==> src/rtl/cfg_route_pkg.sv <==
package cfg_route_pkg;
  typedef enum logic [1:0] {CS_OK = 2'd0, CS_NOT_FOUND = 2'd1, CS_BAD_REG = 2'd2} cfg_status_e;
  typedef enum logic [1:0] {RT_NONE, RT_BRIDGE, RT_HW, RT_BAD} route_e;
  typedef enum logic [1:0] {ST_IDLE, ST_DECIDE, ST_DATA} state_e;
  typedef struct packed {
    logic        write;
    logic [7:0]  bus;
    logic [7:0]  devfn;
    logic [11:0] off;
    logic [2:0]  size;
    logic [31:0] wdata;
  } cfg_req_t;
endpackage

==> src/rtl/cfg_port_match.sv <==
module cfg_port_match #(
  parameter int NUM_PORTS = 4,
  parameter int PORT_W    = 2
) (
  input  logic [7:0]             bus_i,
  input  logic [7:0]             devfn_i,
  input  logic [NUM_PORTS*8-1:0] port_devfn_i,
  input  logic [NUM_PORTS*8-1:0] port_sec_i,
  input  logic [NUM_PORTS*8-1:0] port_sub_i,
  output logic                   hit_o,
  output logic [PORT_W-1:0]      idx_o
);
  logic [NUM_PORTS-1:0] devfn_m, rng_m, cand;

  for (genvar i = 0; i < NUM_PORTS; i++) begin : g_port
    assign devfn_m[i] = (port_devfn_i[i*8 +: 8] == devfn_i);
    assign rng_m[i]   = (bus_i >= port_sec_i[i*8 +: 8]) && (bus_i <= port_sub_i[i*8 +: 8]);
  end

  assign cand = (bus_i == 8'd0) ? devfn_m : rng_m;

  // lowest index wins
  always_comb begin
    hit_o = 1'b0;
    idx_o = '0;
    for (int i = NUM_PORTS - 1; i >= 0; i--) begin
      if (cand[i]) begin
        hit_o = 1'b1;
        idx_o = PORT_W'(i);
      end
    end
  end
endmodule

==> src/rtl/cfg_addr_pack.sv <==
module cfg_addr_pack (
  input  logic [7:0]  bus_i,
  input  logic [7:0]  devfn_i,
  input  logic [11:2] off_i,
  output logic [31:0] addr_o
);
  // enable | ext reg | bus | dev,fn | dword
  assign addr_o = {1'b1, 3'b000, off_i[11:8], bus_i, devfn_i, off_i[7:2], 2'b00};
endmodule

==> src/rtl/cfg_lane.sv <==
module cfg_lane (
  input  logic [2:0]  size_i,
  input  logic [1:0]  off_i,
  input  logic [31:0] wdata_i,
  input  logic [31:0] rdata_i,
  output logic [3:0]  be_o,
  output logic [31:0] wdata_o,
  output logic [31:0] rdata_o
);
  logic [1:0]  shift;
  logic [31:0] mask;
  logic [3:0]  be_base;

  always_comb begin
    case (size_i)
      3'd1:    begin shift = off_i;            mask = 32'h0000_00ff; be_base = 4'b0001; end
      3'd2:    begin shift = {off_i[1], 1'b0}; mask = 32'h0000_ffff; be_base = 4'b0011; end
      default: begin shift = 2'd0;             mask = 32'hffff_ffff; be_base = 4'b1111; end
    endcase
  end

  assign be_o    = be_base << shift;
  assign wdata_o = (wdata_i & mask) << {shift, 3'b000};
  assign rdata_o = (rdata_i >> {shift, 3'b000}) & mask;
endmodule

==> src/rtl/cfg_access_router.sv <==
module cfg_access_router
  import cfg_route_pkg::*;
#(
  parameter  int NUM_PORTS = 4,
  localparam int PORT_W    = (NUM_PORTS > 1) ? $clog2(NUM_PORTS) : 1
) (
  input  logic                   clk_i,
  input  logic                   rst_ni,
  input  logic                   req_valid_i,
  output logic                   req_ready_o,
  input  logic                   req_write_i,
  input  logic [7:0]             req_bus_i,
  input  logic [7:0]             req_devfn_i,
  input  logic [11:0]            req_off_i,
  input  logic [2:0]             req_size_i,
  input  logic [31:0]            req_wdata_i,
  input  logic [NUM_PORTS*8-1:0] port_devfn_i,
  input  logic [NUM_PORTS*8-1:0] port_sec_i,
  input  logic [NUM_PORTS*8-1:0] port_sub_i,
  input  logic [NUM_PORTS-1:0]   port_link_up_i,
  output logic                   br_valid_o,
  output logic [9:0]             br_reg_o,
  input  logic [31:0]            br_rdata_i,
  output logic                   hw_addr_valid_o,
  output logic [31:0]            hw_addr_o,
  output logic                   hw_data_valid_o,
  input  logic [31:0]            hw_rdata_i,
  output logic [PORT_W-1:0]      acc_port_o,
  output logic                   acc_write_o,
  output logic [3:0]             acc_be_o,
  output logic [31:0]            acc_wdata_o,
  output logic                   rsp_valid_o,
  output logic [1:0]             rsp_status_o,
  output logic [31:0]            rsp_rdata_o
);
  state_e            st_q;
  cfg_req_t          req_q;
  logic [PORT_W-1:0] port_q;
  logic              rsp_valid_q;
  cfg_status_e       rsp_status_q;
  logic [31:0]       rsp_rdata_q;

  logic              sel_hit;
  logic [PORT_W-1:0] sel_idx;
  logic [7:0]        sec_a [NUM_PORTS];
  logic              size_ok;
  route_e            route;
  logic [31:0]       rd_src, rd_fmt;

  for (genvar i = 0; i < NUM_PORTS; i++) begin : g_sec
    assign sec_a[i] = port_sec_i[i*8 +: 8];
  end

  cfg_port_match #(.NUM_PORTS(NUM_PORTS), .PORT_W(PORT_W)) i_match (
    .bus_i        (req_q.bus),
    .devfn_i      (req_q.devfn),
    .port_devfn_i (port_devfn_i),
    .port_sec_i   (port_sec_i),
    .port_sub_i   (port_sub_i),
    .hit_o        (sel_hit),
    .idx_o        (sel_idx)
  );

  cfg_addr_pack i_pack (
    .bus_i   (req_q.bus),
    .devfn_i (req_q.devfn),
    .off_i   (req_q.off[11:2]),
    .addr_o  (hw_addr_o)
  );

  assign rd_src = (st_q == ST_DATA) ? hw_rdata_i : br_rdata_i;

  cfg_lane i_lane (
    .size_i  (req_q.size),
    .off_i   (req_q.off[1:0]),
    .wdata_i (req_q.wdata),
    .rdata_i (rd_src),
    .be_o    (acc_be_o),
    .wdata_o (acc_wdata_o),
    .rdata_o (rd_fmt)
  );

  assign size_ok = (req_q.size == 3'd1) || (req_q.size == 3'd2) || (req_q.size == 3'd4);

  always_comb begin
    if (!sel_hit)                                   route = RT_NONE;
    else if (req_q.bus == 8'd0)                     route = (req_q.write && !size_ok) ? RT_BAD : RT_BRIDGE;
    else if (!port_link_up_i[sel_idx])              route = RT_NONE;
    else if (req_q.bus == sec_a[sel_idx] && req_q.devfn[7:3] != 5'd0) route = RT_NONE;
    else if (req_q.write && !size_ok)               route = RT_BAD;
    else                                            route = RT_HW;
  end

  always_ff @(posedge clk_i or negedge rst_ni) begin
    if (!rst_ni) begin
      st_q         <= ST_IDLE;
      req_q        <= '0;
      port_q       <= '0;
      rsp_valid_q  <= 1'b0;
      rsp_status_q <= CS_OK;
      rsp_rdata_q  <= '0;
    end else begin
      rsp_valid_q <= 1'b0;
      case (st_q)
        ST_IDLE: if (req_valid_i) begin
          req_q <= '{write: req_write_i, bus: req_bus_i, devfn: req_devfn_i,
                     off: req_off_i, size: req_size_i, wdata: req_wdata_i};
          st_q  <= ST_DECIDE;
        end
        ST_DECIDE: begin
          if (route == RT_HW) begin
            port_q <= sel_idx;
            st_q   <= ST_DATA;
          end else begin
            rsp_valid_q <= 1'b1;
            st_q        <= ST_IDLE;
            case (route)
              RT_NONE: begin rsp_status_q <= CS_NOT_FOUND; rsp_rdata_q <= 32'hffff_ffff; end
              RT_BAD:  begin rsp_status_q <= CS_BAD_REG;   rsp_rdata_q <= '0; end
              default: begin rsp_status_q <= CS_OK; rsp_rdata_q <= req_q.write ? '0 : rd_fmt; end
            endcase
          end
        end
        ST_DATA: begin
          rsp_valid_q  <= 1'b1;
          rsp_status_q <= CS_OK;
          rsp_rdata_q  <= req_q.write ? '0 : rd_fmt;
          st_q         <= ST_IDLE;
        end
        default: st_q <= ST_IDLE;
      endcase
    end
  end

  assign req_ready_o     = (st_q == ST_IDLE);
  assign br_valid_o      = (st_q == ST_DECIDE) && (route == RT_BRIDGE);
  assign br_reg_o        = req_q.off[11:2];
  assign hw_addr_valid_o = (st_q == ST_DECIDE) && (route == RT_HW);
  assign hw_data_valid_o = (st_q == ST_DATA);
  assign acc_port_o      = (st_q == ST_DATA) ? port_q : sel_idx;
  assign acc_write_o     = req_q.write;
  assign rsp_valid_o     = rsp_valid_q;
  assign rsp_status_o    = rsp_status_q;
  assign rsp_rdata_o     = rsp_rdata_q;
endmodule

==> config.mk <==
export PLATFORM = sky130hd
export DESIGN_NAME = cfg_access_router
export DESIGN_NICKNAME = d
export VERILOG_FILES = /design/src/rtl/cfg_route_pkg.sv /design/src/rtl/cfg_port_match.sv /design/src/rtl/cfg_addr_pack.sv /design/src/rtl/cfg_lane.sv /design/src/rtl/cfg_access_router.sv
export SDC_FILE = /design/constraint.sdc
export NUM_CORES = 1
export LEC_CHECK = 0
export BUFFER_PORTS_ARGS = -buffer_cell sky130_fd_sc_hd__buf_2
export CAP_MARGIN = 20
export CORE_ASPECT_RATIO = 0.7
export CORE_MARGIN = 3
export CORE_UTILIZATION = 50
export CTS_BUF_LIST = sky130_fd_sc_hd__clkbuf_2 sky130_fd_sc_hd__clkbuf_4 sky130_fd_sc_hd__clkbuf_8
export CTS_CLUSTER_SIZE = 16
export DETAILED_ROUTE_END_ITERATION = 8
export GPL_TIMING_DRIVEN = 0
export PLACE_DENSITY = 0.95
export SLEW_MARGIN = 25
export SYNTH_ARGS = -nofsm -noshare
export SYNTH_HDL_FRONTEND = slang
export SYNTH_SLANG_ARGS = --single-unit
==> constraint.sdc <==
create_clock -name clk_i -period 6.1 [get_ports clk_i]
set_clock_uncertainty 0.05 [all_clocks]
set_input_delay 0 -clock clk_i [delete_from_list [all_inputs] [get_ports clk_i]]
set_output_delay 0 -clock clk_i [all_outputs]
set_load 0.03 [all_outputs]
-- After elaboration in Yosys (flattened, before gate mapping)
Index checks and enable logic that the tools add are counted.
- order comparisons: 10
- shifts and indexed selects: 3
- reductions and logical operators: 19
- bitwise gates (word level): 3
- muxes and demuxes: 37
- equal/unequal tests: 15
- operators by type and width (cell ; count):
    $pmux 32 s2 ; 3
    $mux 32 ; 3
    $and 32x32->32 ; 2
    $eq 8x8->1 ; 5
    $ge 8x8->1 ; 4
    $le 8x8->1 ; 4
    $shl 32x5->32 ; 1
    $shr 32x5->32 ; 1
    $mux 2 ; 13
    $bmux 8 s2 ; 1
    $mux 8 ; 2
    $pmux 2 s2 ; 4
    $logic_and 1x1->1 ; 8
    $logic_not 8->1 ; 1
    $pmux 4 s2 ; 1
    $mux 1 ; 7
    $eq 2x2->1 const B ; 3
    $reduce_and 2->1 ; 3
    $reduce_bool 5->1 ; 1
    $eq 2x1->1 const B ; 2
    $logic_not 2->1 ; 2
    $mux 4 ; 1
    $ne 2x2->1 const B ; 2
    $shl 4x2->4 ; 1
    other kinds (11) ; 12
- register bits: 103
- input port bits: 231

-- Logic depth before layout (Yosys ltp)
- depth after elaboration: 21
- mapped depth: 21
- mapped depth without buffers: 19

-- Cells and area by module
Synthesis repeated with hierarchy kept, for this count alone.
- cells, all modules: 839
- area, all modules: 8192.9 um^2
- by module, submodules not included (module ; area an instance (um^2) ; instances ; cells an instance ; seq. area each (um^2)):
    cfg_access_router ; 4972.3 ; 1 ; 414 ; 2577.5
    cfg_port_match ; 1993.2 ; 1 ; 263 ; 0.0
    cfg_lane ; 979.7 ; 1 ; 128 ; 0.0
    cfg_addr_pack ; 247.7 ; 1 ; 34 ; 0.0

-- Worst setup path before layout
OpenSTA, ideal clock, no wires.
- path kind: register to register
- start: reg req_q[55] (netlist bit)
- end: reg rsp_rdata_q[17], in the netlist rsp_rdata_o[17]
- cell stages (with the launch flop): 21
- setup time: 0.072 ns
- data required time: 5.978 ns
- arrival time: 5.038 ns
- setup slack: 0.941 ns
- cell sequence: dfrtp_1 > inv_1 > ha_1 > nand2b_1 > a2111oi_2 > o31ai_1 > a31oi_1 > buf_6 > a211oi_1 > nor4_1 > nor3_1 > a2111o_1 > or4_1 > a31o_1 > ha_1 > a21o_1 > clkbuf_1 > nor2_1 > clkbuf_1 > a21oi_1 > nor2_1
- longest elaborated chain between the ends: 21
- elaborated cells on any way between the ends: 42
- those cells by class: order compare (8); eq/ne (4); mux (21); bitwise (1); reduce/logical (8)
- RTL lines (what ; line ; text):
    start: declaration ; cfg_access_router.sv:37 ; cfg_req_t req_q;
    start signal: assignment ; cfg_access_router.sv:106 ; req_q <= '{write: req_write_i, bus: req_bus_i, devfn: req_devfn_i,
    $ge 8x8->1 / $le 8x8->1 (equally long branches) ; cfg_port_match.sv:17 ; assign rng_m[i] = (bus_i >= port_sec_i[i*8 +: 8]) && (bus_i <= port_sub_i[i*8 +: 8]);
    $logic_and 1x1->1 ; cfg_port_match.sv:17 ;
    $mux 4 ; cfg_port_match.sv:20 ; assign cand = (bus_i == 8'd0) ? devfn_m : rng_m;
    $mux 2 (4 in a row) ; cfg_port_match.sv:27 ; if (cand[i]) begin
    $not 2->3 (not written as such) ; cfg_access_router.sv:89 ; else if (req_q.bus == sec_a[sel_idx] && req_q.devfn[7:3] != 5'd0) route = RT_NONE;
    $bmux 8 s2 ; cfg_access_router.sv:89 ;
    $mux 8 (not written as such) (2 in a row) ; cfg_access_router.sv:89 ;
    $eq 8x8->1 ; cfg_access_router.sv:89 ;
    $logic_and 1x1->1 ; cfg_access_router.sv:89 ;
    $mux 2 ; cfg_access_router.sv:89 ;
    $mux 2 ; cfg_access_router.sv:88 ; else if (!port_link_up_i[sel_idx]) route = RT_NONE;
    $mux 2 ; cfg_access_router.sv:87 ; else if (req_q.bus == 8'd0) route = (req_q.write && !size_ok) ? RT_BAD : RT_BRIDGE;
    $mux 2 (*) ; cfg_access_router.sv:86 ; if (!sel_hit) route = RT_NONE;
    $eq 2x2->1 / $logic_not 2->1 (equally long branches) ; cfg_access_router.sv:117 ; case (route)
    $pmux 32 s2 ; cfg_access_router.sv:117 ;
    $mux 32 ; cfg_access_router.sv:111 ; if (route == RT_HW) begin
    $pmux 32 s2 ; cfg_access_router.sv:104 ; case (st_q)
    end signal: assignment ; cfg_access_router.sv:127 ; rsp_rdata_q <= req_q.write ? '0 : rd_fmt;
    end: declaration ; cfg_access_router.sv:41 ; logic [31:0] rsp_rdata_q;
Mark *: on every way between the ends. The rest lies on a longest branch, timed or not. The select of a mux whose other input is x is not followed.
A chain may end at the register's enable or synchronous reset.

-- Worst setup path in the final report
- start: reg req_q[55] (netlist bit)
- end: reg rsp_rdata_q[7], in the netlist rsp_rdata_o[7]
Same word-level chain as after synthesis.

==> impl_metrics.prom <==
# TYPE chip_impl_metric gauge
chip_impl_info{name="outcome",value="complete, no violations"} 1
chip_impl_metric{name="grt_first_pass_wirelength",unit="µm"} 48340
chip_impl_metric{name="clock.fmax",unit="MHz"} 169.7
chip_impl_metric{name="drt_pass1_iterations",unit=""} 5
chip_impl_metric{name="worst_setup_hold_path_clk_slew",unit="ns"} 0.12
chip_impl_info{name="end_kind",value="flip-flop"} 1
chip_impl_metric{name="detail_route.iter0.violations",unit=""} 910
chip_impl_metric{name="layout.nets",unit=""} 1591
chip_impl_metric{name="worst-r2r-cell-count",unit=""} 20
chip_impl_metric{name="use_met1",unit=""} 0.4431
chip_impl_info{name="global_route.peak_usage_layer",value="met2"} 1
chip_impl_metric{name="gp_congestion",unit=""} 0.9736
chip_impl_metric{name="num_rows",unit=""} 38
chip_impl_info{name="worst_hold_path_type",value="in -> async"} 1
chip_impl_info{name="synth_area_leader_cell",value="sky130_fd_sc_hd__dfrtp_1"} 1
chip_impl_metric{name="drc",unit=""} 0
chip_impl_info{name="worst_reg2reg_startpoint",value="req_q[55]"} 1
chip_impl_metric{name="clock_insertion_delay_worst_skew",unit="ns"} 0.37
chip_impl_metric{name="area_delta_synth_final",unit="%"} 37.14
chip_impl_metric{name="final_antenna_net_count",unit=""} 0
chip_impl_info{name="synth-main-ff-cell",value="sky130_fd_sc_hd__dfrtp_1"} 1
chip_impl_metric{name="timing.final.hold_violations",unit=""} 0
chip_impl_metric{name="report.final.setup_viol",unit=""} 0
chip_impl_metric{name="design.portCount",unit=""} 351
chip_impl_metric{name="critPathMaxFanout",unit=""} 10
chip_impl_metric{name="floorplan.core_area",unit="mm²"} 0.01564
chip_impl_metric{name="synth.cell_area",unit="mm²"} 0.008045
chip_impl_metric{name="grt_max_degree",unit=""} 74
chip_impl_metric{name="detail_route.vias_per_cell",unit=""} 5.864
chip_impl_metric{name="cap_viol_max_count",unit=""} 0
chip_impl_info{name="worstReg2RegEnd",value="rsp_rdata_o[7]"} 1
chip_impl_metric{name="synth_simple_gate_area_frac",unit=""} 0.1350
chip_impl_info{name="worstSetupPathType",value="reg -> reg"} 1
chip_impl_metric{name="first_global_vias",unit=""} 9074
chip_impl_metric{name="synth_sequential_area_ratio",unit=""} 0.3204
chip_impl_metric{name="initial_utilization",unit=""} 0.5143
chip_impl_metric{name="globalRouteOverflowTotal",unit=""} 0
chip_impl_metric{name="place_hpwl",unit="µm"} 23060
chip_impl_metric{name="yosysWarningCount",unit=""} 0
chip_impl_metric{name="cp_data_arrival_time",unit="ns"} 6.10
chip_impl_metric{name="final-max-slew-violation-count",unit=""} 0
chip_impl_metric{name="die_width",unit="µm"} 157.6
chip_impl_metric{name="cts_inserted_buffers",unit=""} 9
chip_impl_metric{name="powerDensity",unit="mW/mm²"} 628.1
chip_impl_metric{name="postLayoutSetupSlackWorst",unit="ns"} 0.2085
chip_impl_metric{name="yosys-mux-area-fraction",unit=""} 0.1656
chip_impl_metric{name="cts.sink_count",unit=""} 103
chip_impl_metric{name="post_synth_xor_area_fraction",unit=""} 0.04355
chip_impl_metric{name="synth_compound_gate_area_share",unit=""} 0.1516
chip_impl_info{name="top_area_cells_in_the_synthesized_netlist",value="sky130_fd_sc_hd__dfrtp_1 32%, sky130_fd_sc_hd__ha_1 11%, sky130_fd_sc_hd__mux2_2 10%, sky130_fd_sc_hd__a21oi_1 4.5%, sky130_fd_sc_hd__mux4_2 4.5%"} 1
chip_impl_metric{name="timing.reg2reg.setup_slack",unit="ns"} 0.21
chip_impl_metric{name="detailroute.via_count",unit=""} 8785
chip_impl_metric{name="antenna_found_initial",unit=""} 4
chip_impl_metric{name="totalWireLength",unit="µm"} 32160
chip_impl_metric{name="die_area",unit="mm²"} 0.01767
chip_impl_metric{name="power.leakage",unit="µW"} 0.005513
chip_impl_metric{name="vdd.ir_drop.worst",unit="µV"} 560.7
chip_impl_metric{name="cts_buffer_depth",unit=""} 2
chip_impl_metric{name="post-route-period-util",unit=""} 0.9658
chip_impl_metric{name="drive_above_1_share",unit=""} 0.3926
chip_impl_metric{name="postSynthAreaPerCell",unit="µm²"} 9.399
chip_impl_info{name="main_combinational_cell_family_by_area_after_synthesis",value="multiplexers"} 1
chip_impl_metric{name="synth.ff_latch_count",unit=""} 103
chip_impl_metric{name="grt_util_met3",unit=""} 0.08401
chip_impl_metric{name="synth_fa_ha_area_frac",unit=""} 0.1104
chip_impl_metric{name="port_buffers",unit=""} 344
chip_impl_info{name="tritoncts",value="built"} 1
chip_impl_metric{name="cp.required",unit="ns"} 6.30
chip_impl_info{name="setup.worst_path.start_class",value="flip-flop"} 1
chip_impl_metric{name="synth_enable_flop_cells",unit=""} 0
chip_impl_metric{name="h-tree-depth",unit=""} 3
chip_impl_metric{name="grtUsageMet2",unit=""} 0.5680
chip_impl_info{name="worstSetupStartpoint",value="req_q[55]"} 1
chip_impl_metric{name="synth_cells",unit=""} 856
chip_impl_metric{name="detailedPlace.worstSlack",unit="ns"} -0.1192
chip_impl_metric{name="whs",unit="ns"} 0.008619
chip_impl_metric{name="synth.lib_cells_used.distinct",unit=""} 67
chip_impl_metric{name="globalRouteTotalUtil",unit=""} 0.3514
chip_impl_metric{name="tightest_slew",unit="ns"} 0.9557
chip_impl_info{name="clock-root-buffer",value="sky130_fd_sc_hd__clkbuf_8"} 1
chip_impl_metric{name="fin_crit",unit="ns"} 5.891
chip_impl_metric{name="wl_per_cell",unit="µm"} 21.47
chip_impl_metric{name="chipHeight",unit="µm"} 112.1
chip_impl_metric{name="synthArstFlopShare",unit=""} 1.000
chip_impl_metric{name="synthDominantCellAreaShare",unit=""} 0.3204
chip_impl_metric{name="worst_slew_margin_rel",unit=""} 0.3629
## repair_timing
item / 4_1_cts / 5_1_grt
buffers inserted: 0 / 4
hold buffers: 70 / 0
resized for setup: 3 / 11
endpoints found under the setup margin: 10 / 32
endpoints found under the hold margin: 172 / 0
## critical path: stages (launching register included)
cell and delay (ns):
sky130_fd_sc_hd__dfrtp_1 0.53, sky130_fd_sc_hd__clkinvlp_4 0.23, sky130_fd_sc_hd__ha_1 0.31, sky130_fd_sc_hd__nand2b_1 0.15, sky130_fd_sc_hd__a2111oi_1 0.54, sky130_fd_sc_hd__nor4_1 0.10
sky130_fd_sc_hd__o21ai_1 0.36, sky130_fd_sc_hd__o21a_1 0.17, sky130_fd_sc_hd__buf_2 0.23, sky130_fd_sc_hd__nor4_1 0.08, sky130_fd_sc_hd__o21a_1 0.20, sky130_fd_sc_hd__o31a_1 0.33
sky130_fd_sc_hd__a2111o_1 0.37, sky130_fd_sc_hd__or4_1 0.44, sky130_fd_sc_hd__a31oi_1 0.30, sky130_fd_sc_hd__ha_1 0.22, sky130_fd_sc_hd__nand2_1 0.18, sky130_fd_sc_hd__and2_1 0.22
sky130_fd_sc_hd__clkbuf_1 0.19, sky130_fd_sc_hd__clkbuf_1 0.30, sky130_fd_sc_hd__o22a_1 0.28
## through the flow
stage | util | total power (µW) | instance area, µm² | setup TNS, ns | std cells
finish | 0.7053 | 6930 | 11030 | 0 | 1498
CTS | 0.7014 | 6690 | 10970 | 0 | 1491
floorplan | - | 4778 | 8060 | 0 | 860
global placement | 0.6413 | 6035 | 10030 | -0.2723 | 1404
global route | 0.7053 | 7326 | 11030 | -1.432 | 1498
detailed placement | 0.6435 | 6185 | 10070 | -1.091 | 1405
## metal layers
layer	part of all wire	up-vias
met2	0.48	629
met4	0.042	0
met3	0.10	104
met1	0.38	4134
li1	-	3918
met5	0	-
## synthesized netlist by cell type (3+ instances only)
cell type / count
sky130_fd_sc_hd__a31o_1: 3
sky130_fd_sc_hd__clkbuf_1: 33
sky130_fd_sc_hd__a22o_1: 8
sky130_fd_sc_hd__nand3_1: 14
sky130_fd_sc_hd__ha_1: 71
sky130_fd_sc_hd__mux2i_1: 15
sky130_fd_sc_hd__dfrtp_1: 103
sky130_fd_sc_hd__buf_6: 3
sky130_fd_sc_hd__mux4_2: 16
sky130_fd_sc_hd__inv_1: 61
sky130_fd_sc_hd__xor2_1: 30
sky130_fd_sc_hd__o221ai_1: 3
sky130_fd_sc_hd__o211ai_1: 8
sky130_fd_sc_hd__and2_1: 3
sky130_fd_sc_hd__buf_1: 3
sky130_fd_sc_hd__o21ai_0: 24
sky130_fd_sc_hd__buf_4: 18
sky130_fd_sc_hd__nand2_1: 60
sky130_fd_sc_hd__mux2_2: 73
sky130_fd_sc_hd__a31oi_1: 6
sky130_fd_sc_hd__buf_2: 10
sky130_fd_sc_hd__and3_1: 18
sky130_fd_sc_hd__nand4_1: 17
sky130_fd_sc_hd__a21o_1: 3
sky130_fd_sc_hd__xnor2_1: 10
sky130_fd_sc_hd__nor4_1: 12
sky130_fd_sc_hd__o21ai_1: 4
sky130_fd_sc_hd__nor2b_1: 6
sky130_fd_sc_hd__nor2_1: 70
sky130_fd_sc_hd__or4_1: 3
sky130_fd_sc_hd__o22a_1: 17
sky130_fd_sc_hd__a21oi_1: 72
sky130_fd_sc_hd__nand2b_1: 7
sky130_fd_sc_hd__a211oi_1: 7
sky130_fd_sc_hd__o21a_1: 6
## where the power goes
part           internal, µW  switching [µW]
logic                  1820            3230
registers              1050             385
clock network           162             280
total                  3040            3890
## cells by family (layout without fill, tap and decap cells)
family	Yosys count	after routing
XOR/XNOR	40	40
buffers and inverters	128	562
AO/OA/AOI/OAI	184	184
flip-flops	103	103
adder cells (fa/ha/maj)	71	71
other	2	10
multiplexers	104	104
AND/OR/NAND/NOR	224	224
## sequential cells by signal (all words and copies together), names as in the netlist
signal	count
rsp_valid_o	1
port_q	2
br_reg_o	10
rsp_rdata_o	32
req_q	53
acc_write_o	1
st_q	2
rsp_status_o	2
## worst max path at each step
stage / endpoint
2_1_floorplan: rsp_rdata_o[17]
3_3_place_gp: rsp_rdata_o[23]
3_5_place_dp: rsp_rdata_o[23]
4_1_cts: rsp_rdata_o[21]
5_1_grt: rsp_rdata_o[8]
6_report: rsp_rdata_o[7]
## layout by cell type (no fill, tap or decap), types with 3 or more instances in the layout
cell	Yosys	layout
sky130_fd_sc_hd__o21ai_1	4	4
sky130_fd_sc_hd__dlygate4sd3_1	0	70
sky130_fd_sc_hd__and3_1	18	18
sky130_fd_sc_hd__xnor2_1	10	10
sky130_fd_sc_hd__conb_1	2	6
sky130_fd_sc_hd__buf_4	18	22
sky130_fd_sc_hd__o221ai_1	3	3
sky130_fd_sc_hd__a211oi_1	7	7
sky130_fd_sc_hd__a31o_1	3	3
sky130_fd_sc_hd__a22o_1	8	8
sky130_fd_sc_hd__mux2_2	73	73
sky130_fd_sc_hd__nand3_1	14	14
sky130_fd_sc_hd__a21oi_1	72	72
sky130_fd_sc_hd__a31oi_1	6	5
sky130_fd_sc_hd__inv_1	61	60
sky130_fd_sc_hd__nand4_1	17	17
sky130_fd_sc_hd__buf_6	3	4
sky130_fd_sc_hd__and2_1	3	3
sky130_fd_sc_hd__mux2i_1	15	15
sky130_fd_sc_hd__diode_2	0	4
sky130_fd_sc_hd__clkbuf_1	33	30
sky130_fd_sc_hd__o21ai_0	24	23
sky130_fd_sc_hd__o21a_1	6	6
sky130_fd_sc_hd__ha_1	71	71
sky130_fd_sc_hd__clkbuf_8	0	9
sky130_fd_sc_hd__nor2b_1	6	6
sky130_fd_sc_hd__xor2_1	30	30
sky130_fd_sc_hd__nand2_1	60	60
sky130_fd_sc_hd__nor2_1	70	69
sky130_fd_sc_hd__dfrtp_1	103	101
sky130_fd_sc_hd__or4_1	3	3
sky130_fd_sc_hd__o22a_1	17	17
sky130_fd_sc_hd__buf_1	3	3
sky130_fd_sc_hd__nor4_1	12	12
sky130_fd_sc_hd__nand2b_1	7	7
sky130_fd_sc_hd__buf_2	10	353
sky130_fd_sc_hd__o211ai_1	8	8
sky130_fd_sc_hd__mux4_2	16	16
## area by class of cell
cell class                 instances  area [µm²]
multi-input combinational        629        4920
fill                            1210        4609
sequential                       103        2580
timing repair buffer             419        2486
buffer                            66       352.8
tap                              200       250.2
inverter                          61       232.7
clock buffer                       9       123.9
clock inverter                     7       77.57
antenna                            4       10.01
Power figures use the tool's default switching activity.
